`src/rtl/sdac_pkg.sv`:
```
package sdac_pkg;
   localparam int unsigned NUM_CH   = 2;
   localparam int unsigned NUM_PINS = 8;

   // positions of the pins inside the synchronizer vector
   typedef enum int unsigned {
      PIN_SCLK  = 0,
      PIN_SDATA = 1,
      PIN_CSEL  = 2,
      PIN_LDA   = 3,
      PIN_LDB   = 4,
      PIN_CLR   = 5,
      PIN_MID   = 6,
      PIN_SLEEP = 7
   } pin_idx_e;

   // idle levels: active-low controls rest high
   localparam logic [NUM_PINS-1:0] PIN_IDLE = 8'hBC;
endpackage

```
`src/rtl/sdac_pin_sync.sv`:
```
module sdac_pin_sync #(
   parameter int unsigned WIDTH  = 8,
   parameter int unsigned STAGES = 2,
   parameter logic [WIDTH-1:0] IDLE = '0
) (
   input  logic             clk_i,
   input  logic             rst_n_i,
   input  logic [WIDTH-1:0] pin_i,
   output logic [WIDTH-1:0] sync_o
);
   logic [WIDTH-1:0] stage_q [STAGES];

   for (genvar s = 0; s < STAGES; s++) begin : g_stage
      if (s == 0) begin : g_first
         always_ff @(posedge clk_i or negedge rst_n_i) begin
            if (!rst_n_i) stage_q[s] <= IDLE;
            else          stage_q[s] <= pin_i;
         end
      end else begin : g_next
         always_ff @(posedge clk_i or negedge rst_n_i) begin
            if (!rst_n_i) stage_q[s] <= IDLE;
            else          stage_q[s] <= stage_q[s-1];
         end
      end
   end

   assign sync_o = stage_q[STAGES-1];
endmodule

```
`src/rtl/sdac_shifter.sv`:
```
module sdac_shifter #(
   parameter int unsigned CODE_W = 12
) (
   input  logic              clk_i,
   input  logic              rst_n_i,
   input  logic              step_i,
   input  logic              bit_i,
   output logic [CODE_W-1:0] word_o
);
   always_ff @(posedge clk_i or negedge rst_n_i) begin
      if (!rst_n_i)    word_o <= '0;
      else if (step_i) word_o <= {word_o[CODE_W-2:0], bit_i};
   end
endmodule

```
`src/rtl/sdac_chan_reg.sv`:
```
module sdac_chan_reg #(
   parameter int unsigned CODE_W = 12
) (
   input  logic              clk_i,
   input  logic              rst_n_i,
   input  logic              clr_i,
   input  logic              mid_i,
   input  logic              follow_i,
   input  logic [CODE_W-1:0] src_i,
   output logic [CODE_W-1:0] code_o
);
   localparam logic [CODE_W-1:0] MID_CODE = {1'b1, {(CODE_W-1){1'b0}}};

   logic [CODE_W-1:0] code_d;

   always_comb begin
      if (clr_i)         code_d = mid_i ? MID_CODE : '0;
      else if (follow_i) code_d = src_i;
      else               code_d = code_o;
   end

   always_ff @(posedge clk_i or negedge rst_n_i) begin
      if (!rst_n_i) code_o <= '0;
      else          code_o <= code_d;
   end
endmodule

```
`src/rtl/sdac_front.sv`:
```
module sdac_front #(
   parameter int unsigned CODE_W      = 12,
   parameter int unsigned SYNC_STAGES = 2
) (
   input  logic              clk_i,
   input  logic              rst_n_i,
   input  logic              sclk_i,
   input  logic              sdata_i,
   input  logic              csel_n_i,
   input  logic              ld_a_n_i,
   input  logic              ld_b_n_i,
   input  logic              clr_n_i,
   input  logic              mid_sel_i,
   input  logic              sleep_n_i,
   output logic [CODE_W-1:0] code_a_o,
   output logic [CODE_W-1:0] code_b_o,
   output logic              sleep_o,
   output logic              seq_err_o
);
   import sdac_pkg::*;

   initial begin
      assert (CODE_W >= 2) else $error("CODE_W must be at least 2");
      assert (SYNC_STAGES >= 2) else $error("SYNC_STAGES must be at least 2");
   end

   logic [NUM_PINS-1:0] pin_raw, pin_s;
   logic                sclk_d;
   logic                shift_en;
   logic                csel_n_s, clr_act, mid_s;
   logic [NUM_CH-1:0]   ld_n_s;
   logic [CODE_W-1:0]   shift_word;
   logic [CODE_W-1:0]   codes [NUM_CH];

   assign pin_raw[PIN_SCLK]  = sclk_i;
   assign pin_raw[PIN_SDATA] = sdata_i;
   assign pin_raw[PIN_CSEL]  = csel_n_i;
   assign pin_raw[PIN_LDA]   = ld_a_n_i;
   assign pin_raw[PIN_LDB]   = ld_b_n_i;
   assign pin_raw[PIN_CLR]   = clr_n_i;
   assign pin_raw[PIN_MID]   = mid_sel_i;
   assign pin_raw[PIN_SLEEP] = sleep_n_i;

   sdac_pin_sync #(
      .WIDTH  (NUM_PINS),
      .STAGES (SYNC_STAGES),
      .IDLE   (PIN_IDLE)
   ) i_sync (
      .clk_i   (clk_i),
      .rst_n_i (rst_n_i),
      .pin_i   (pin_raw),
      .sync_o  (pin_s)
   );

   assign csel_n_s  = pin_s[PIN_CSEL];
   assign clr_act   = !pin_s[PIN_CLR];
   assign mid_s     = pin_s[PIN_MID];
   assign ld_n_s[0] = pin_s[PIN_LDA];
   assign ld_n_s[1] = pin_s[PIN_LDB];

   always_ff @(posedge clk_i or negedge rst_n_i) begin
      if (!rst_n_i) sclk_d <= 1'b0;
      else          sclk_d <= pin_s[PIN_SCLK];
   end

   assign shift_en = pin_s[PIN_SCLK] && !sclk_d && !csel_n_s;

   sdac_shifter #(.CODE_W(CODE_W)) i_shift (
      .clk_i   (clk_i),
      .rst_n_i (rst_n_i),
      .step_i  (shift_en),
      .bit_i   (pin_s[PIN_SDATA]),
      .word_o  (shift_word)
   );

   for (genvar c = 0; c < NUM_CH; c++) begin : g_chan
      sdac_chan_reg #(.CODE_W(CODE_W)) i_chan (
         .clk_i    (clk_i),
         .rst_n_i  (rst_n_i),
         .clr_i    (clr_act),
         .mid_i    (mid_s),
         .follow_i (!ld_n_s[c]),
         .src_i    (shift_word),
         .code_o   (codes[c])
      );
   end

   assign code_a_o = codes[0];
   assign code_b_o = codes[1];
   assign sleep_o  = !pin_s[PIN_SLEEP];

   always_ff @(posedge clk_i or negedge rst_n_i) begin
      if (!rst_n_i)                      seq_err_o <= 1'b0;
      else if (clr_act)                  seq_err_o <= 1'b0;
      else if (shift_en && !(&ld_n_s))   seq_err_o <= 1'b1;
   end
endmodule

```
`config.mk`:
```
export PLATFORM = sky130hd
export DESIGN_NAME = sdac_front
export DESIGN_NICKNAME = d
export VERILOG_FILES = /design/src/rtl/sdac_pkg.sv /design/src/rtl/sdac_pin_sync.sv /design/src/rtl/sdac_shifter.sv /design/src/rtl/sdac_chan_reg.sv /design/src/rtl/sdac_front.sv
export SDC_FILE = /design/constraint.sdc
export NUM_CORES = 1
export LEC_CHECK = 0
export BUFFER_PORTS_ARGS = -buffer_cell sky130_fd_sc_hd__buf_2
export CORE_ASPECT_RATIO = 1.5
export CORE_UTILIZATION = 37
export CTS_BUF_LIST = sky130_fd_sc_hd__clkbuf_16
export DETAILED_ROUTE_END_ITERATION = 16
export HOLD_SLACK_MARGIN = 0.06
export PLACE_DENSITY = 0.65
export SYNTH_ARGS = -nofsm -noshare
export SYNTH_HDL_FRONTEND = slang
export SYNTH_SLANG_ARGS = --single-unit
```
`constraint.sdc`:
```
create_clock -name clk_i -period 1.6 [get_ports clk_i]
set_input_delay 0.48 -clock clk_i [delete_from_list [all_inputs] [get_ports clk_i]]
set_output_delay 0.48 -clock clk_i [all_outputs]
set_load 0.005 [all_outputs]
```
; After elaboration in Yosys (flattened, before gate mapping)
; Cells that the tools add are included.
; Widths: inputs -> output; s select.
[totals]
register_bits = 54
latchBits = 0
mem_bits_rw = 0
rom_bits = 0
input_bits = 10
out_inout_bits = 26
wordCells = 25
memories = 0
[classes]
add_sub_neg = 0
n_mul = 0
n_div = 0
order_cmp = 0
eq_ne = 3
n_shift = 0
n_mux = 7
bitwise = 0
n_reduce_logical = 8
[ops]
columns = operator, n
row1 = $mux 12, 5
row2 = $ne 2x2->1 const B, 3
row3 = $logic_not 1->1, 4
row4 = $logic_and 1x1->1, 3
row5 = $mux 1, 2
row6 = $reduce_and 2->1, 1

; Longest topological paths before layout
; Gate-level depths: netlist of run 1.
[depth]
word_depth = 6
mapped_depth = 4
mapped_depth_nobuf = 2

; By module
; A second synthesis of run 1 with hierarchy kept.
[hier_totals]
cells_unflattened = 136
area_unflattened_um2 = 2023.2
[modules_own_cells]
columns = mod, instances, cells_per_inst, area_each_um2, seq_area_each_um2
row1 = sdac_chan_reg, 2, 39, 485.5, 300.3
row2 = sdac_shifter, 1, 25, 484.2, 300.3
row3 = sdac_pin_sync, 1, 24, 473.0, 412.9
row4 = sdac_front, 1, 9, 95.1, 50.0

; Worst setup path before layout of run 1
; OpenSTA, ideal clock, no wires.
[synth_timing]
kind = reg-to-reg
start = register i_sync.stage_q, in the netlist i_sync.sync_o[4]
end = register g_chan[1].i_chan.code_o[11]
setup_ns = 0.132
arrival_ns = 1.075
path_slack_ns = 0.392
path_stages_with_launch = 5
n_path_buf = 2
synth_period_minus_slack_ns = 1.208
path_cell_list = dfstp_2 -> buf_2 -> buf_4 -> mux2i_1 -> a21oi_1
[synth_between]
elab_chain_len = 1
[synth_rtl]
columns = element, line_no
row1 = from (decl), sdac_pin_sync.sv:11  ; logic [WIDTH-1:0] stage_q [STAGES];
row2 = "from (signal, indexed assignment)", sdac_pin_sync.sv:22  ; else stage_q[s] <= stage_q[s-1];
row3 = $ne 2x2->1 (no line), n/a
row4 = to (signal assigned), sdac_chan_reg.sv:24  ; else code_o <= code_d;
row5 = to (decl), sdac_chan_reg.sv:10  ; output logic [CODE_W-1:0] code_o
; Every way passes these cells.
; A chain may end at the register's enable or synchronous reset.

; Final worst setup path of run 1
[layout_timing]
start = register i_sync.stage_q, in the netlist i_sync.sync_o[7]
end = output port sleep_o
[layout_between]
elab_chain_len = 1
[layout_rtl]
columns = element, line_no
row1 = $logic_not 1->1, sdac_front.sv:90  ; assign sleep_o = !pin_s[PIN_SLEEP];
row2 = to (decl), sdac_front.sv:17  ; output logic sleep_o,
; Every way passes these cells.

==> results of run 1 <==
power groups by stage:
stage / Sequential, mW / Combinational, mW / Clock, mW
3_5_place_dp: 1.78 / 0.406 / 0
6_report: 1.76 / 0.397 / 1.16
5_1_grt: 1.79 / 0.443 / 1.24
2_1_floorplan: 1.71 / 0.263 / 0
3_3_place_gp: 1.77 / 0.389 / 0
4_1_cts: 1.76 / 0.407 / 1.19
flip-flops by register name, indices dropped and copies added, names as in the netlist:
register	count
g_chan.i_chan.code_o	24
i_shift.word_o	12
i_sync.stage_q	8
i_sync.sync_o	8
sclk_d	1
seq_err_o	1
worst register-to-register path, cell delays in order, from the launching register on:
cell	delay, ns
dfrtp_1	0.38
nor3b_1	0.26
buf_4	0.21
mux2_2	0.34
cells by family (layout without fill, tap and decap cells):
group           after synthesis  in the layout  share of synthesized area [%]
compound gates                3              3                           1.01
buf+inv                       8             47                           2.09
flops                        54             54                           68.9
mux                          36             36                           19.5
simple gates                 26             26                           8.47
worst min-delay path by stage:
stage          cells past startpoint                         end               from
2_1_floorplan                      0  g_chan[0].i_chan.code_o[0]            rst_n_i
3_3_place_gp                       0            i_sync.sync_o[1]  i_sync.stage_q[9]
3_5_place_dp                       0            i_sync.sync_o[0]  i_sync.stage_q[8]
4_1_cts                            2  g_chan[0].i_chan.code_o[0]            rst_n_i
5_1_grt                            2  g_chan[0].i_chan.code_o[8]            rst_n_i
6_report                           2  g_chan[0].i_chan.code_o[0]            rst_n_i
cell usage in the layout, fill, tap and decap left out:
master,n
a21oi_1,2
buf_12,1
buf_2,35
buf_4,2
bufinv_16,1
clkbuf_16,5
dfrtp_1,44
dfstp_2,10
inv_1,3
mux2_2,9
mux2_4,3
mux2i_1,24
nand3b_1,1
nor2_1,1
nor2b_1,22
nor3b_1,1
o211a_1,1
or3b_4,1
layer usage:
layer  vias to the layer above  wire (microns)  GRT usage (%)
li1                        502               -              -
met1                       556            1350           15.4
met2                        26            1820           22.8
met3                         4              96           2.99
met4                         0              36           6.67
met5                         -               0              0
layout make-up:
| class | count | area, sq um |
|---|---|---|
| clock buffer | 5 | 125 |
| tap | 68 | 85.1 |
| sequential | 54 | 1360 |
| clock inverter | 3 | 37.5 |
| inverter | 1 | 3.75 |
| fill | 464 | 2770 |
| timing repair buffer | 38 | 210 |
| multi-input combinational | 65 | 574 |
==> out/metrics.cfg, run 1 <==
[run_status]
status = finished clean

[timing]
tightestPinTransition_ns = 0.422
fmax_mhz = 706
rsz0062_at_grt = no
setup_tns_ns = 0
period_needed_ns = 1.42
worst_slack_ns = 0.184
clock-skew-final_ns = 0.00340
relSlewSlack_pct = 71.8
timing.final.crit_share_pct = 88.5
setup_violations = 0
hold_viol_final = 0
hold_ws_ns = 0.171
slew_violations = 0

[clock_tree]
numCtsBuffers = 5
cts_root_buffer = clkbuf_16
path_clk_slew_ns = 0.06
htree_levels = 2
cts.sinks = 54
clock_latency_ns = 0.28
hold_buffers = 0
clk_path_buf_depth = 2
post_cts_resized = 0
tritoncts = yes
post_cts_buffers = 0

[worst_setup_path]
path_delay_family = flip-flops
cp.depth = 2
start_kind = register
required_ns = 1.12
startpoint = i_sync.sync_o[7]
crit_end = sleep_o
critPathMaxStageDelay_ns = 0.51
critPathCaptureType = primary output
worstPathArrival_ns = 0.94
reg2reg_from = sclk_d
timing.rr.end = i_shift.word_o[10]
worst-path-max-fanout = 1
reg2reg_depth = 3
crit_type = reg2out
crit_buf_inv = 2
rrSetupSlack_ns = 0.30
cp_slowest_cell = dfstp_2
worstPathCellList = inv_1 > buf_2

[routing]
final_antenna_net_count = 0
first_pass_iters = 4
wirelength_mm = 3.30
via_per_inst = 4.65
wl_per_cell_microns = 14.1
vias = 1088
drc_errors = 0
detail_route.iter0.violations = 12

[synth]
ys_top_cells_by_area = dfrtp_1, dfstp_2, mux2i_1
yosys_warnings = 0
synth_top_area_share_pct = 55.6
syn_area_sq_mm = 0.00198
synth_seq_area_share_pct = 68.9
syn_avg_cell_area_sq_um = 15.6
synth_ff_type = dfrtp_1
netlist_top_cells_count = dfrtp_1, mux2i_1, nor2b_1, dfstp_2, mux2_2
synth-edff-count = 0
async_flop_share_pct = 100
yosysUniqueCellTypes = 16
synth.ff_latch_count = 54
synth_top_area_cell = dfrtp_1
syn_inst = 127
yosysMostFrequentCell = dfrtp_1
syn-num-nets = 137

[power]
p_leak_nw = 1.22
seq_power_share_pct = 53.0
p_per_area_mw_per_mm2 = 1380
vdd_ir_drop_max_v = 0.000774
p_total_mw = 3.32
p_sw_share_pct = 23.3
switchingPower_mw = 0.772
intPower_mw = 2.54
combPwrFrac_pct = 12.0
clkPwrFrac_pct = 35.1

[cells_and_area]
antennaDiodeCount = 0
final_util_pct = 46.5
final_area_sq_mm = 0.00240
fin_cells = 234
area_growth_pct = 21.2
drive_gt1_share_pct = 40.4
final_nets = 175

[job]
max_cap_violations = 0

[floorplan]
core_area_sq_mm = 0.00516
core.rowCount = 32
fp.dieW_microns = 61.7
initial_utilization_pct = 38.3
dieArea_sq_mm = 0.00565
die_y_microns = 91.6
io-pin-count = 36

[global_routing]
antenna_found_initial = 0
grt_pass1_vias = 1188
grt_overflow_total = 0
grt_pass1_wl_mm = 5.51
grt_max_degree = 55
grt_use_total_pct = 13.5

[place]
hpwl_mm = 2.25
placedCellCount = 226
numPortBuffers = 35
post-place-ws_ns = 0.309
place_area_sq_mm = 0.00224
globalplace.congestion = 0.737

[hold_path]
hp-class = in2async

(Power assumes the default switching activity.)
==> run 2: changes to the inputs <==
Settings changed: REMOVE_ABC_BUFFERS set to 1, SYNTH_HIERARCHICAL set to 1.
==> out/metrics.cfg, run 2 <==
[run_status]
status = finished clean

[synth]
synth.ff_latch_count = 54  ; unchanged
synth_compound_area_share_pct = 0.989  ; -0.022 points
synth_ff_type = dfrtp_1
synth_top_area_cell = dfrtp_1
synthMuxAreaShare_pct = 20.4  ; +0.88 points
synth_seq_area_share_pct = 67.4  ; -1.5 points
syn_inst = 136  ; +7.1%
ys_top_cells_by_area = dfrtp_1, dfstp_2, mux2i_1
syn_area_sq_mm = 0.00202  ; +2.2%
syn_avg_cell_area_sq_um = 14.9  ; -4.6%
yosysUniqueCellTypes = 15  ; -1
synth-edff-count = 0  ; unchanged
yosys.area_share.xor_xnor_pct = 0  ; unchanged
async_flop_share_pct = 100  ; unchanged
synth_top_area_share_pct = 54.4  ; -1.2 points
synth_fa_ha_area_share_pct = 0  ; unchanged
synth_top_family_by_area = multiplexers
yosys_warnings = 6  ; +6
yosysMostFrequentCell = dfrtp_1
synthSimpleGateAreaFrac_pct = 5.44  ; -3.0 points
netlist_top_cells_count = dfrtp_1, mux2i_1, nor2_1, dfstp_2, mux2_4

[clock_tree]
tritoncts = yes
hold_buffers = 0  ; unchanged
post_cts_resized = 0  ; unchanged
cts.sinks = 54  ; unchanged
cts_root_buffer = clkbuf_16
post_cts_buffers = 0  ; unchanged
clk_path_buf_depth = 2  ; unchanged
path_clk_slew_ns = 0.06  ; about the same
numCtsBuffers = 5  ; unchanged
htree_levels = 2  ; unchanged
clock_latency_ns = 0.28  ; about the same

[routing]
vias = 1083  ; -0.46%
wl_per_cell_microns = 13.8  ; -2.0%
drc_errors = 0  ; unchanged
wl_met2_mm = 1.68  ; -7.7%
wirelength_mm = 3.30  ; about the same
met1_length_mm = 1.44  ; +6.6%
via_per_inst = 4.53  ; -2.5%
routed.top_layer = met4
final_antenna_net_count = 0  ; unchanged
detail_route.iter0.violations = 8  ; -4
first_pass_iters = 4  ; unchanged
wl_met3_microns = 134  ; +40%

[place]
place_area_sq_mm = 0.00223  ; -0.22%
placedCellCount = 231  ; +2.2%
globalplace.congestion = 0.698  ; -5.2%
hpwl_mm = 2.26  ; +0.54%
numPortBuffers = 35  ; unchanged

[timing]
timing.final.crit_share_pct = 88.8  ; +0.35 points
hold_viol_final = 0  ; unchanged
setup_violations = 0  ; unchanged
period_needed_ns = 1.42  ; +0.00555 ns
clock-skew-final_ns = 0.00258  ; -0.000824 ns
rsz0062_at_grt = no
fmax_mhz = 704  ; -0.39%
relSlewSlack_pct = 55.5  ; -16 points
tightestPinTransition_ns = 0.667  ; +0.245 ns
slew_violations = 0  ; unchanged

[worst_setup_path]
required_ns = 1.12  ; about the same
worst-path-max-fanout = 1  ; unchanged
worstPathArrival_ns = 0.94  ; about the same
cp_slowest_cell = dfstp_2
critPathCaptureType = primary output
critPathMaxStageDelay_ns = 0.51  ; about the same
start_kind = register
crit_type = reg2out
worstPathCellList = inv_1 > buf_2

[power]
p_sw_share_pct = 23.3  ; +0.037 points
combPwrFrac_pct = 13.6  ; +1.6 points
p_per_area_mw_per_mm2 = 1400  ; +1.4%
intPower_mw = 2.58  ; +1.3%
p_leak_nw = 1.27  ; +3.6%
vdd_ir_drop_max_v = 0.000921  ; +19%
p_total_mw = 3.36  ; +1.3%
seq_power_share_pct = 51.4  ; -1.6 points
clkPwrFrac_pct = 35.0  ; about the same
switchingPower_mw = 0.784  ; +1.5%

[floorplan]
fp.dieW_microns = 62.4  ; +1.1%
dieArea_sq_mm = 0.00577  ; +2.1%
io-pin-count = 36  ; unchanged
core.rowCount = 32  ; unchanged
core_area_sq_mm = 0.00520  ; +0.78%
die_y_microns = 92.6  ; +1.1%
initial_utilization_pct = 38.9  ; +0.55 points

[cells_and_area]
final_nets = 180  ; +2.9%
area_growth_pct = 18.6
layout_common_cells = dfrtp_1, buf_2, mux2i_1
multi_input_area_sq_um = 543  ; -5.4%
drive_gt1_share_pct = 40.9  ; +0.57 points
largest_reg_flops = 24  ; unchanged
final_util_pct = 46.1  ; -0.38 points
register_area_sq_mm = 0.00136  ; unchanged
antennaDiodeCount = 0  ; unchanged
fillCellCount = 481  ; +3.7%
largest-register = g_chan.i_chan/code_o
fin_cells = 239  ; +2.1%
mostFrequentLayoutCell = dfrtp_1
reg_top3 = g_chan.i_chan/code_o: 24 flops, i_shift/word_o: 12 flops
final_area_sq_mm = 0.00240  ; about the same

[global_routing]
antenna_found_initial = 0  ; unchanged
grt_pass1_wl_mm = 5.41  ; -1.8%
grt_max_degree = 26  ; -53%
grt_overflow_total = 0  ; unchanged
grt_use_total_pct = 12.5  ; -1.0 points
grt_pass1_vias = 1123  ; -5.5%

[job]
max_cap_violations = 0  ; unchanged

[hold_path]
hp-class = in2async

==> run 2: changes by cell type after synthesis, moves of 3 or more <==
cell,delta
nor2b_1,-22
mux2_2,-7
inv_1,+3
mux2_4,+7
buf_4,+6
buf_2,-3
buf_6,+3
nor2_1,+21
==> run 2: path summary, 6_finish.rpt <==
kind	depth (start not counted)	slack, ns	from	end
max in group asynchronous	2	0.98	rst_n_i	i_shift/word_o[4]
setup / recovery	2	0.18	i_sync/sync_o[7]	sleep_o
hold / removal	1	0.09	rst_n_i	i_sync/stage_q[9]
min in group clk_i	1	0.29	ld_a_n_i	i_sync/stage_q[11]
setup reg to reg	3	0.24	i_sync/sync_o[4]	g_chan[1].i_chan/code_o[11]
hold reg to reg	0	0.35	i_sync/stage_q[9]	i_sync/sync_o[1]
==> run 2: through the flow <==
step / hold WS [ns] / setup WS, ns / TNS, ns
floorplan: 0.184 / -0.107 / -0.669
global placement: 0.334 / 0.306 / 0
detailed placement: 0.336 / 0.259 / 0
CTS: 0.0937 / 0.165 / 0
global route: 0.103 / 0.131 / 0
finish: 0.0945 / 0.179 / 0
==> run 2: logic make-up after synthesis <==
logic type             Yosys count
AND/OR/NAND/NOR                 26
AO/OA/AOI/OAI                    3
multiplexers                    36
flip-flops                      54
buffers and inverters           17
==> run 2: cell type report <==
class,instances,share of cell area (%)
clock buffers,5,5.22
flip-flops and latches,54,56.9
clock inverters,3,1.72
inverters,4,0.626
multi-input cells,65,22.6
well taps,68,3.55
repair buffers,40,9.39
==> run 2: metal layers <==
metal / GRT usage [%] / up-vias
li1: - / 508
met5: 0 / -
met3: 3.94 / 5
met4: 5.43 / 0
met2: 21.2 / 28
met1: 14.5 / 542
==> run 2: power by group through the flow <==
stage          clock (mW)  sequential, mW  combinational [mW]
4_1_cts              1.21            1.73               0.465
3_3_place_gp            0            1.74               0.445
5_1_grt              1.25            1.76               0.502
3_5_place_dp            0            1.75               0.461
6_report             1.18            1.73               0.458
2_1_floorplan           0            1.72               0.286
==> run 2: critical path: cells and delay by family, from the launching register on <==
kind,cells,cell delay [ns]
buffers and inverters,2,0.14
flip-flops,1,0.51
==> run 3: changes to the inputs <==
Settings changed: PLACE_DENSITY 0.65 to 0.67.
Clock period 1.6 ns to 1.2 ns, I/O delays scaled along.
==> out/metrics.cfg, run 3 (synthesis gave the netlist of run 2 again) <==
[run_status]
status = finished, violations left
violations = setup timing

[floorplan]
dieArea_sq_mm = 0.00577  ; unchanged
initial_utilization_pct = 38.9  ; unchanged
io-pin-count = 36  ; unchanged
die_y_microns = 92.6  ; unchanged
core_area_sq_mm = 0.00520  ; unchanged
core.rowCount = 32  ; unchanged
fp.dieW_microns = 62.4  ; unchanged

[job]
max_cap_violations = 0  ; unchanged

[timing]
fmax_mhz = 763
setup_violations = 12  ; +12
relSlewSlack_pct = 79.0  ; +24 points
timing.final.crit_share_pct = 109
clock-skew-final_ns = 0.00713  ; +0.00454 ns
tightestPinTransition_ns = 0.314  ; -0.353 ns
worst_slack_ns = -0.110  ; -0.289 ns
slew_violations = 0  ; unchanged
hold_viol_final = 0  ; unchanged
setup_tns_ns = -0.169  ; -0.169 ns
period_needed_ns = 1.31
rsz0062_at_grt = yes

[cells_and_area]
antennaDiodeCount = 0  ; unchanged
register_area_sq_mm = 0.00136  ; unchanged
fin_cells = 245  ; +2.5%
mostFrequentLayoutCell = dfrtp_1
multi_input_area_sq_um = 557  ; +2.5%
reg_top3 = g_chan.i_chan/code_o: 24 flops, i_shift/word_o: 12 flops
fillCellCount = 489  ; +1.7%
drive_gt1_share_pct = 42.4  ; +1.4 points
layout_common_cells = dfrtp_1, buf_2, mux2i_1
largest-register = g_chan.i_chan/code_o
final_nets = 186  ; +3.3%
largest_reg_flops = 24  ; unchanged
area_growth_pct = 21.8

[clock_tree]
cts.sinks = 54  ; unchanged
path_clk_slew_ns = 0.06  ; about the same
clk_path_buf_depth = 2  ; unchanged
clock_latency_ns = 0.29  ; about the same
numCtsBuffers = 5  ; unchanged
cts_root_buffer = clkbuf_16
htree_levels = 2  ; unchanged
tritoncts = yes

[routing]
final_antenna_net_count = 0  ; unchanged
wl_per_cell_microns = 13.0  ; -5.8%
first_pass_iters = 4  ; unchanged
vias = 1103  ; +1.8%
detail_route.iter0.violations = 25  ; +17
wirelength_mm = 3.19  ; -3.5%
via_per_inst = 4.50  ; -0.65%
drc_errors = 0  ; unchanged

[worst_setup_path]
crit_type = reg2out
worst-path-max-fanout = 1  ; unchanged
required_ns = 0.84  ; -0.28 ns
start_kind = register
worstPathArrival_ns = 0.95  ; about the same
critPathCaptureType = primary output
rrSetupSlack_ns = -0.01  ; -0.25 ns

[power]
seq_power_share_pct = 53.7  ; +2.3 points
clkPwrFrac_pct = 31.7  ; -3.3 points
combPwrFrac_pct = 14.7  ; +1.1 points
p_sw_share_pct = 24.5  ; +1.2 points
intPower_mw = 3.25  ; +26%
vdd_ir_drop_max_v = 0.00112  ; +21%
switchingPower_mw = 1.06  ; +35%
p_per_area_mw_per_mm2 = 1750  ; +25%
p_leak_nw = 1.30  ; +2.9%

[global_routing]
grt_overflow_total = 0  ; unchanged
grt_pass1_vias = 1071  ; -4.6%
antenna_found_initial = 0  ; unchanged
grt_pass1_wl_mm = 5.39  ; -0.39%
grtUsageMet3_pct = 4.43  ; +0.49 points
busiest_layer = met2
gr-usage-met1_pct = 15.4  ; +0.91 points
grt_use_total_pct = 12.3  ; -0.20 points
met2_usage_pct = 19.4  ; -1.7 points
grt_max_degree = 24  ; -7.7%

[place]
placedCellCount = 235  ; +1.7%
post-place-ws_ns = -0.0670  ; -0.326 ns
globalplace.congestion = 0.655  ; -6.3%
numPortBuffers = 35  ; unchanged
hpwl_mm = 2.16  ; -4.2%

[hold_path]
hp-class = in2reg

-- run 3: changes by cell type in the layout (fill, tap and decap cells not counted) --
cell           change
buf_12             +2
buf_4              +2
buf_6              +1
bufinv_16          -1
clkinv_2           +1
clkinv_4           +1
clkinvlp_4         -1
dlygate4sd3_1      +1
mux2_2             -2
mux2_4             +2
nor3b_2            -1
nor3b_4            +1
-- run 3: critical path: stages (launching register included) --
cell and delay [ns]:
dfstp_2 0.52, inv_1 0.03, buf_2 0.11
-- run 3: path summary, 6_finish.rpt --
path,from,end,depth (start not counted)
max reg2reg,sclk_d,i_shift/word_o[8],3
max in group asynchronous,rst_n_i,i_sync/sync_o[3],3
min reg2reg,i_sync/stage_q[14],i_sync/sync_o[6],0
max,i_sync/sync_o[7],sleep_o,2
min,clr_n_i,i_sync/stage_q[13],1
min in group asynchronous,rst_n_i,sclk_d,2
-- run 3: per-layer routing --
layer	share of wire (%)	up-vias
met5	0	-
met4	1.5	0
met3	4.8	5
met2	49	27
met1	45	551
li1	-	520
-- run 3: power groups by stage --
stage,clock [mW],sequential [mW],combinational [mW]
after floorplan,0,2.29,0.382
after global placement,0,2.33,0.611
after detailed placement,0,2.34,0.631
after CTS,1.41,2.32,0.641
after global routing,1.48,2.35,0.694
final,1.36,2.31,0.631
-- run 3: final cells by class --
type	count	area share, %
sequential	54	55.3
multi-input combinational	65	22.6
timing repair buffer	46	12.2
clock buffer	5	5.08
tap	68	3.45
clock inverter	3	0.711
inverter	4	0.609
-- run 3: timing repair --
action | CTS | global route
pin swaps | 1 | 0
gates cloned | 0 | 0
hold buffers | 1 | 0
gates resized for setup | 3 | 1
setup endpoints to repair | 13 | 15
buffers inserted | 0 | 1
endpoints found under the hold margin | 8 | 0
-- run 3: through the flow --
stage / hold slack, ns / area [sq um] / power (mW) / util (%)
floorplan: 0.0644 / 1920 / 2.67 / -
global placement: 0.266 / 2290 / 2.94 / 43.9
detailed placement: 0.271 / 2290 / 2.97 / 43.9
CTS: 0.158 / 2450 / 4.37 / 47.1
global route: 0.150 / 2460 / 4.53 / 47.4
finish: 0.167 / 2460 / 4.31 / 47.4
